===== config.mk =====
export PLATFORM = sky130hd
export DESIGN_NAME = spi_ctrl
export DESIGN_NICKNAME = d
export VERILOG_FILES = /design/src/rtl/spi_pkg.sv /design/src/rtl/spi_mst_eng.sv /design/src/rtl/spi_slv_eng.sv /design/src/rtl/spi_ctrl.sv
export SDC_FILE = /design/constraint.sdc
export NUM_CORES = 1
export LEC_CHECK = 0
export BUFFER_PORTS_ARGS = -buffer_cell sky130_fd_sc_hd__buf_2
export CAP_MARGIN = 20
export CORE_ASPECT_RATIO = 0.6
export CORE_MARGIN = 2
export CORE_UTILIZATION = 46
export DETAILED_ROUTE_END_ITERATION = 16
export GPL_TIMING_DRIVEN = 0
export SYNTH_ARGS = -nofsm -noshare
export SYNTH_HDL_FRONTEND = slang
export SYNTH_HIERARCHICAL = 1
export SYNTH_SLANG_ARGS = --single-unit

===== constraint.sdc =====
create_clock -name clk -period 9.77 [get_ports clk]
set_input_delay 0 -clock clk [delete_from_list [all_inputs] [get_ports clk]]
set_output_delay 0 -clock clk [all_outputs]
set_load 0.1 [all_outputs]

===== src/rtl/spi_pkg.sv =====
package spi_pkg;
    // Register offsets within the window
    localparam logic [4:0] OFS_CTRL = 5'h00;
    localparam logic [4:0] OFS_STAT = 5'h04;
    localparam logic [4:0] OFS_DATA = 5'h08;
    localparam logic [4:0] OFS_DIV  = 5'h0C;
    localparam logic [4:0] OFS_INT  = 5'h1C;

    // Control fields, packed so that ctrl[7:3] maps member by member
    typedef struct packed {
        logic irq_en;    // bit 7
        logic lsb_first; // bit 6
        logic master;    // bit 5
        logic idle_hi;   // bit 4
        logic late_cap;  // bit 3
    } spi_cfg_t;

    localparam int MIN_PERIOD = 8;
endpackage


===== src/rtl/spi_mst_eng.sv =====
module spi_mst_eng #(
    parameter int FRAME_W = 8,
    parameter int DIV_W   = 8
) (
    input  logic               clk,
    input  logic               rst,
    input  logic               abort_i,
    input  logic               start_i,
    input  logic               idle_hi_i,
    input  logic               late_cap_i,
    input  logic               lsb_first_i,
    input  logic [DIV_W-1:0]   div_i,
    input  logic [FRAME_W-1:0] tx_i,
    input  logic               miso_i,
    output logic               sck_o,
    output logic               mosi_o,
    output logic               busy_o,
    output logic               done_o,
    output logic [FRAME_W-1:0] rx_o
);
    import spi_pkg::*;

    localparam int EDGES = 2 * FRAME_W;
    localparam int EW    = $clog2(EDGES);
    localparam logic [EW-1:0] LAST_EDGE = EW'(EDGES - 1);

    logic [DIV_W-1:0]   period, half, cnt;
    logic [EW-1:0]      ecnt;
    logic               phase, edge_now, cap_edge, shf_edge;
    logic [FRAME_W-1:0] tsh, rsh;

    always_comb begin
        period   = (div_i < DIV_W'(MIN_PERIOD)) ? DIV_W'(MIN_PERIOD) : {div_i[DIV_W-1:1], 1'b0};
        half     = period >> 1;
        edge_now = busy_o && (cnt == half - 1'b1);
        cap_edge = (ecnt[0] == late_cap_i);
        shf_edge = !cap_edge && (ecnt != '0);
    end

    always_ff @(posedge clk) begin
        if (rst || abort_i) begin
            busy_o <= 1'b0;
            done_o <= 1'b0;
            phase  <= 1'b0;
            cnt    <= '0;
            ecnt   <= '0;
            if (rst) begin
                tsh <= '0;
                rsh <= '0;
            end
        end else begin
            done_o <= 1'b0;
            if (start_i && !busy_o) begin
                busy_o <= 1'b1;
                cnt    <= '0;
                ecnt   <= '0;
                phase  <= 1'b0;
                tsh    <= tx_i;
            end else if (edge_now) begin
                cnt   <= '0;
                phase <= ~phase;
                ecnt  <= ecnt + 1'b1;
                if (cap_edge)
                    rsh <= lsb_first_i ? {miso_i, rsh[FRAME_W-1:1]} : {rsh[FRAME_W-2:0], miso_i};
                if (shf_edge)
                    tsh <= lsb_first_i ? {1'b0, tsh[FRAME_W-1:1]} : {tsh[FRAME_W-2:0], 1'b0};
                if (ecnt == LAST_EDGE) begin
                    busy_o <= 1'b0;
                    done_o <= 1'b1;
                end
            end else if (busy_o) begin
                cnt <= cnt + 1'b1;
            end
        end
    end

    assign sck_o  = idle_hi_i ^ phase;
    assign mosi_o = lsb_first_i ? tsh[0] : tsh[FRAME_W-1];
    assign rx_o   = rsh;


    sck_hold_chk: assert property (@(posedge clk) disable iff (rst)
        (busy_o && !edge_now && !abort_i) |=> $stable(phase));

    done_idle_chk: assert property (@(posedge clk) disable iff (rst)
        done_o |-> !busy_o);
endmodule


===== src/rtl/spi_slv_eng.sv =====
module spi_slv_eng #(
    parameter int FRAME_W = 8
) (
    input  logic               clk,
    input  logic               rst,
    input  logic               en_i,
    input  logic               idle_hi_i,
    input  logic               late_cap_i,
    input  logic               lsb_first_i,
    input  logic               sck_i,
    input  logic               mosi_i,
    input  logic               ssel_n_i,
    input  logic [FRAME_W-1:0] tx_i,
    output logic               miso_o,
    output logic               done_o,
    output logic [FRAME_W-1:0] rx_o
);
    localparam int BW = $clog2(FRAME_W + 1);
    localparam logic [BW-1:0] FULL = BW'(FRAME_W);
    localparam logic [BW-1:0] NEAR = BW'(FRAME_W - 1);

    logic               sck_q, ssel_q, in_frame;
    logic               lead, trail, sel_fall, sel_rise, cap, shf;
    logic [BW-1:0]      bcnt;
    logic [FRAME_W-1:0] tsh, rsh, rsh_nx, tsh_nx;

    always_comb begin
        lead     = (sck_i ^ idle_hi_i) && !(sck_q ^ idle_hi_i);
        trail    = !(sck_i ^ idle_hi_i) && (sck_q ^ idle_hi_i);
        sel_fall = !ssel_n_i && ssel_q;
        sel_rise = ssel_n_i && !ssel_q;
        cap      = late_cap_i ? trail : lead;
        shf      = late_cap_i ? lead : trail;
        rsh_nx   = lsb_first_i ? {mosi_i, rsh[FRAME_W-1:1]} : {rsh[FRAME_W-2:0], mosi_i};
        tsh_nx   = lsb_first_i ? {1'b0, tsh[FRAME_W-1:1]} : {tsh[FRAME_W-2:0], 1'b0};
    end

    always_ff @(posedge clk) begin
        if (rst) begin
            sck_q    <= 1'b0;
            ssel_q   <= 1'b1;
            in_frame <= 1'b0;
            done_o   <= 1'b0;
            bcnt     <= '0;
            tsh      <= '0;
            rsh      <= '0;
        end else begin
            sck_q  <= sck_i;
            ssel_q <= ssel_n_i;
            done_o <= 1'b0;
            if (!en_i) begin
                in_frame <= 1'b0;
            end else if (!late_cap_i) begin
                if (sel_fall) begin
                    in_frame <= 1'b1;
                    bcnt     <= '0;
                    tsh      <= tx_i;
                end else if (sel_rise) begin
                    in_frame <= 1'b0;
                    if (in_frame && bcnt == FULL) done_o <= 1'b1;
                end else if (in_frame) begin
                    if (cap && bcnt != FULL) begin
                        rsh  <= rsh_nx;
                        bcnt <= bcnt + 1'b1;
                    end
                    if (shf) tsh <= tsh_nx;
                end
            end else begin
                if (ssel_n_i) begin
                    in_frame <= 1'b0;
                end else if (lead && !in_frame) begin
                    in_frame <= 1'b1;
                    bcnt     <= '0;
                    tsh      <= tx_i;
                end else if (in_frame) begin
                    if (shf) tsh <= tsh_nx;
                    if (cap) begin
                        rsh  <= rsh_nx;
                        bcnt <= bcnt + 1'b1;
                        if (bcnt == NEAR) begin
                            done_o   <= 1'b1;
                            in_frame <= 1'b0;
                        end
                    end
                end
            end
        end
    end

    assign miso_o = lsb_first_i ? tsh[0] : tsh[FRAME_W-1];
    assign rx_o   = rsh;


    slv_done_chk: assert property (@(posedge clk) disable iff (rst)
        done_o |-> !in_frame);

    slv_count_chk: assert property (@(posedge clk) disable iff (rst)
        in_frame |-> (bcnt <= FULL));
endmodule


===== src/rtl/spi_ctrl.sv =====
module spi_ctrl #(
    parameter int FRAME_W = 8,
    parameter int DIV_W   = 8
) (
    input  logic       clk,
    input  logic       rst,
    input  logic       bus_wr,
    input  logic       bus_rd,
    input  logic [4:0] bus_addr,
    input  logic [7:0] bus_wdata,
    output logic [7:0] bus_rdata,
    input  logic       sck_i,
    output logic       sck_o,
    input  logic       mosi_i,
    output logic       mosi_o,
    input  logic       miso_i,
    output logic       miso_o,
    input  logic       ssel_n_i,
    output logic       irq_o
);
    import spi_pkg::*;

    spi_cfg_t           cfg;
    logic [DIV_W-1:0]   div_q;
    logic [FRAME_W-1:0] tx_q, rx_q, m_rx, s_rx;
    logic               spif, modf, intf, stat_seen;
    logic               wr_ctrl, wr_data, wr_div, wr_int, rd_stat, rd_data;
    logic               m_busy, m_done, s_done, done_any, fault;

    always_comb begin
        wr_ctrl  = bus_wr && bus_addr == OFS_CTRL;
        wr_data  = bus_wr && bus_addr == OFS_DATA;
        wr_div   = bus_wr && bus_addr == OFS_DIV;
        wr_int   = bus_wr && bus_addr == OFS_INT;
        rd_stat  = bus_rd && bus_addr == OFS_STAT;
        rd_data  = bus_rd && bus_addr == OFS_DATA;
        done_any = m_done || s_done;
        fault    = cfg.master && !ssel_n_i;
    end

    always_ff @(posedge clk) begin
        if (rst) begin
            cfg       <= '0;
            div_q     <= '0;
            tx_q      <= '0;
            rx_q      <= '0;
            spif      <= 1'b0;
            modf      <= 1'b0;
            intf      <= 1'b0;
            stat_seen <= 1'b0;
        end else begin
            if (wr_ctrl) cfg   <= spi_cfg_t'(bus_wdata[7:3]);
            if (wr_div)  div_q <= bus_wdata[DIV_W-1:0];
            if (wr_data) tx_q  <= bus_wdata[FRAME_W-1:0];
            if (rd_stat)                 stat_seen <= 1'b1;
            else if (bus_wr || bus_rd)   stat_seen <= 1'b0;
            if (stat_seen && (rd_data || wr_data)) spif <= 1'b0;
            if (stat_seen && wr_ctrl)              modf <= 1'b0;
            if (wr_int && bus_wdata[0])            intf <= 1'b0;
            if (done_any) begin
                spif <= 1'b1;
                rx_q <= m_done ? m_rx : s_rx;
            end
            if (fault) begin
                modf       <= 1'b1;
                cfg.master <= 1'b0;
            end
            if (done_any || fault) intf <= 1'b1;
        end
    end

    spi_mst_eng #(.FRAME_W(FRAME_W), .DIV_W(DIV_W)) mst_i (
        .clk(clk), .rst(rst), .abort_i(fault), .start_i(wr_data && cfg.master),
        .idle_hi_i(cfg.idle_hi), .late_cap_i(cfg.late_cap), .lsb_first_i(cfg.lsb_first),
        .div_i(div_q), .tx_i(bus_wdata[FRAME_W-1:0]), .miso_i(miso_i),
        .sck_o(sck_o), .mosi_o(mosi_o), .busy_o(m_busy), .done_o(m_done), .rx_o(m_rx)
    );

    spi_slv_eng #(.FRAME_W(FRAME_W)) slv_i (
        .clk(clk), .rst(rst), .en_i(!cfg.master),
        .idle_hi_i(cfg.idle_hi), .late_cap_i(cfg.late_cap), .lsb_first_i(cfg.lsb_first),
        .sck_i(sck_i), .mosi_i(mosi_i), .ssel_n_i(ssel_n_i), .tx_i(tx_q),
        .miso_o(miso_o), .done_o(s_done), .rx_o(s_rx)
    );

    always_comb begin
        case (bus_addr)
            OFS_CTRL: bus_rdata = {cfg, 3'b000};
            OFS_STAT: bus_rdata = {spif, 2'b00, modf, 4'b0000};
            OFS_DATA: bus_rdata = 8'(rx_q);
            OFS_DIV:  bus_rdata = 8'(div_q);
            OFS_INT:  bus_rdata = {7'b0, intf};
            default:  bus_rdata = '0;
        endcase
    end

    assign irq_o = intf && cfg.irq_en;


    mode_fault_chk: assert property (@(posedge clk) disable iff (rst)
        fault |=> (!cfg.master && modf && !m_busy));

    done_clear_chk: assert property (@(posedge clk) disable iff (rst)
        $fell(spif) |-> $past(stat_seen));

    irq_raise_chk: assert property (@(posedge clk) disable iff (rst)
        (done_any && cfg.irq_en && !wr_ctrl) |=> irq_o);
endmodule


==> out/results.ini <==
[grt]
grt_max_degree=14
grtUsageTotal_pct=22.7
overflow=0
grt_pass1_vias=3836
antenna_found_initial=0
grt_pass1_wl_um=21000

[place]
portBuffers=31
pre_cts_ws_ns=6.22
dp.final_hpwl_um=9930
globalplace.congestion=0.929

[floorplan]
die-area_mm2=0.0119
num_rows=29
core_area_mm2=0.0107
die_y_um=85.4
die_x_um=140
start_util_pct=47.7
ios=33

[synth]
synth_seq_cells=88
synth_area_per_cell_um2=9.56
async_flop_share_pct=0
yosys-top-cells-area=dfxtp_1, mux2i_1, edfxtp_1
ys_warn_count=6
syn_inst=532
synth-edff-count=16
netlist_area_mm2=0.00508
synth_top_area_cell=dfxtp_1
ys.flop_type=dfxtp_1
synth_fp_nets=559
synth.distinct_cells=74
synth_top_area_share_pct=28.4
yosysSeqAreaShare_pct=37.8

[layout]
diodes=0
final_nets=604
drive_gt1_share_pct=17.5
area_growth_pct=13.0

[clocking]
h-tree-depth=3
root_buffer=clkbuf_16
ctsResizeCount=0
cts.path.max_buffers=2
clock_sinks=88
cts_tree=built
clk_latency_ns=0.34
cts.clk_slew.worst_paths_ns=0.06
numCtsBuffers=9

[route]
dr_total_vias=4109
postRouteAntennaNets=0
wl_per_cell_um=18.2
drt_iter0_drc=286
dr.pass1.iters=5
post_drt_via_cell_ratio=5.70
wl_um=13100
drc=0

[sta]
worst_slack_ns=6.19
worstMarginPinSlew_ns=1.02
skew_ns=0.00692
fmax_mhz=279
final.min_clock_period_ns=3.58
hold_violations=0
finalSetupViolCount=0
final.setup.tns_ns=0
maxSlewHeadroom_pct=31.7
finalCritPeriodShare_pct=36.6
maxSlewViolCount=0
rsz0062_at_grt=false

[power]
power.density_mw_per_mm2=139
switching_share_pct=23.4
p_switching_w=0.000188
vdd_drop_max_mv=0.0870
seq_power_share_pct=47.8
clkPwrFrac_pct=44.0
comb_power_share_pct=8.2
internal-power_w=0.000613
power_leakage_nw=2.19

[worst_setup_path]
required_ns=9.77
crit_slowest_cell=or3_1
end_kind=flip-flop
cp_cell_sequence=or3_1, o21ai_0, ha_1, or3b_4, o311ai_4, nand4_4, nor4_4, buf_6, a21o_1
arrival_ns=3.58
crit_path_max_fanout=10
critPathMaxStageDelay_ns=0.48
crit_type=reg -> reg
cp-start-kind=flip-flop

[worst_hold_path]
hp-class=in -> reg

[run]
drv_cap=0

[outcome]
status=finished, final reports clean

## worst max-delay path: cells and delay by family, from the launching register on
kind | cells | cell delay [ns]
AND/OR/NAND/NOR | 4 | 1.53
AO/OA/AOI/OAI | 3 | 0.82
flip-flops | 1 | 0.43
adder cells (fa/ha/maj) | 1 | 0.25
buffers and inverters | 1 | 0.21
## metrics by stage
step,util [%],std cells,cell area (µm²),power (W),hold slack [ns]
finish,53.8,721,5740,0.000801,0.00668
global route,53.8,721,5740,0.000829,0.000220
CTS,53.8,721,5740,0.000808,0.000882
detailed placement,50.7,702,5410,0.000455,0.300
global placement,50.7,702,5410,0.000453,0.271
floorplan,-,532,5080,0.000433,0.128
## state kept, by name (all words and copies together), names as in the netlist, 4 cells and up
register and flops:
slv_i/rx_o 8, tx_q 8, mst_i/rx_o 8, div_q 8
rx_q 8, slv_i/tsh 8, mst_i/cnt 8, mst_i/ecnt 4
slv_i/bcnt 4, cfg 5, mst_i/tsh 8
## layout by cell type (no fill, tap or decap), types with 6 or more instances in the layout
master     synthesis  layout
a2111oi_0          6       6
a211oi_1          14      14
a21oi_1           17      17
buf_2              4      35
clkbuf_1          20      23
clkbuf_16          0       9
dfxtp_1           72      72
edfxtp_1          16      16
ha_1               6       6
inv_1             20      20
mux2_2            20      20
mux2i_1           61      61
nand2_1           29      29
nand2b_1          36      36
nand3_1            6       6
nor2_1            67      67
nor2b_1           10      10
nor3_1             9       9
nor3_2             6       6
o21ai_0           11      11
or3_1              7       7
xnor2_1            8       8
xor2_1             9       9
## synthesized netlist by cell type, drive strengths merged (10+ instances only)
cell	n
a211oi	15
a21oi	17
clkbuf	21
dfxtp	72
edfxtp	16
inv	20
mux2	20
mux2i	61
nand2	29
nand2b	36
nor2	67
nor2b	10
nor3	15
o21ai	13
## final timing paths
check | start | endpoint | slack, ns | cells after the start
min reg2reg | stat_seen$_SDFFE_PP0P_ | stat_seen$_SDFFE_PP0P_ | 0.48 | 2
max reg2reg | div_q[5]$_SDFFE_PP0P_ | mst_i/rx_o[5]$_SDFFCE_PN0P_ | 6.19 | 9
max | div_q[5]$_SDFFE_PP0P_ | mst_i/rx_o[5]$_SDFFCE_PN0P_ | 6.19 | 9
min | miso_i | mst_i/rx_o[0]$_SDFFCE_PN0P_ | 0.007 | 3
## repair_timing
item / CTS / global route
hold endpoints to repair: 3 / 0
buffers inserted: 0 / 0
hold buffers: 3 / 0
## routing by layer
layer / share of wire [%] / vias to the layer above / track usage (%)
met1: 53 / 1998 / 34.5
met5: 0 / - / 0
met3: 5.4 / 11 / 5.81
li1: - / 1993 / -
met2: 41 / 107 / 31.8
met4: 0.98 / 0 / 5.73
## area by class of cell
cell class / instances / area (µm²)
Fill cell: 983 / 4920
Clock buffer: 14 / 264
Clock inverter: 2 / 37.5
Tap cell: 139 / 174
Timing Repair Buffer: 34 / 185
Multi-Input combinational cell: 396 / 2950
Buffer: 28 / 134
Inverter: 20 / 75.1
Sequential cell: 88 / 1920
## kinds of logic (layout without fill, tap and decap cells)
kind of cell / after synthesis / count (layout) / share of synthesized area, %
AO/OA/AOI/OAI: 83 / 83 / 13.3
XOR/XNOR: 17 / 17 / 2.93
adder cells (fa/ha/maj): 6 / 6 / 1.48
buffers and inverters: 48 / 98 / 4.11
flip-flops: 88 / 88 / 37.8
multiplexers: 83 / 83 / 17.3
AND/OR/NAND/NOR: 207 / 207 / 23.1
## power groups by stage
stage,combinational (W),clock [W],sequential [W]
2_1_floorplan,0.0000439,0,0.000389
3_3_place_gp,0.0000626,0,0.000391
3_5_place_dp,0.0000639,0,0.000391
4_1_cts,0.0000651,0.000360,0.000383
5_1_grt,0.0000718,0.000374,0.000384
6_report,0.0000656,0.000353,0.000383
(Power assumes the default switching activity.)
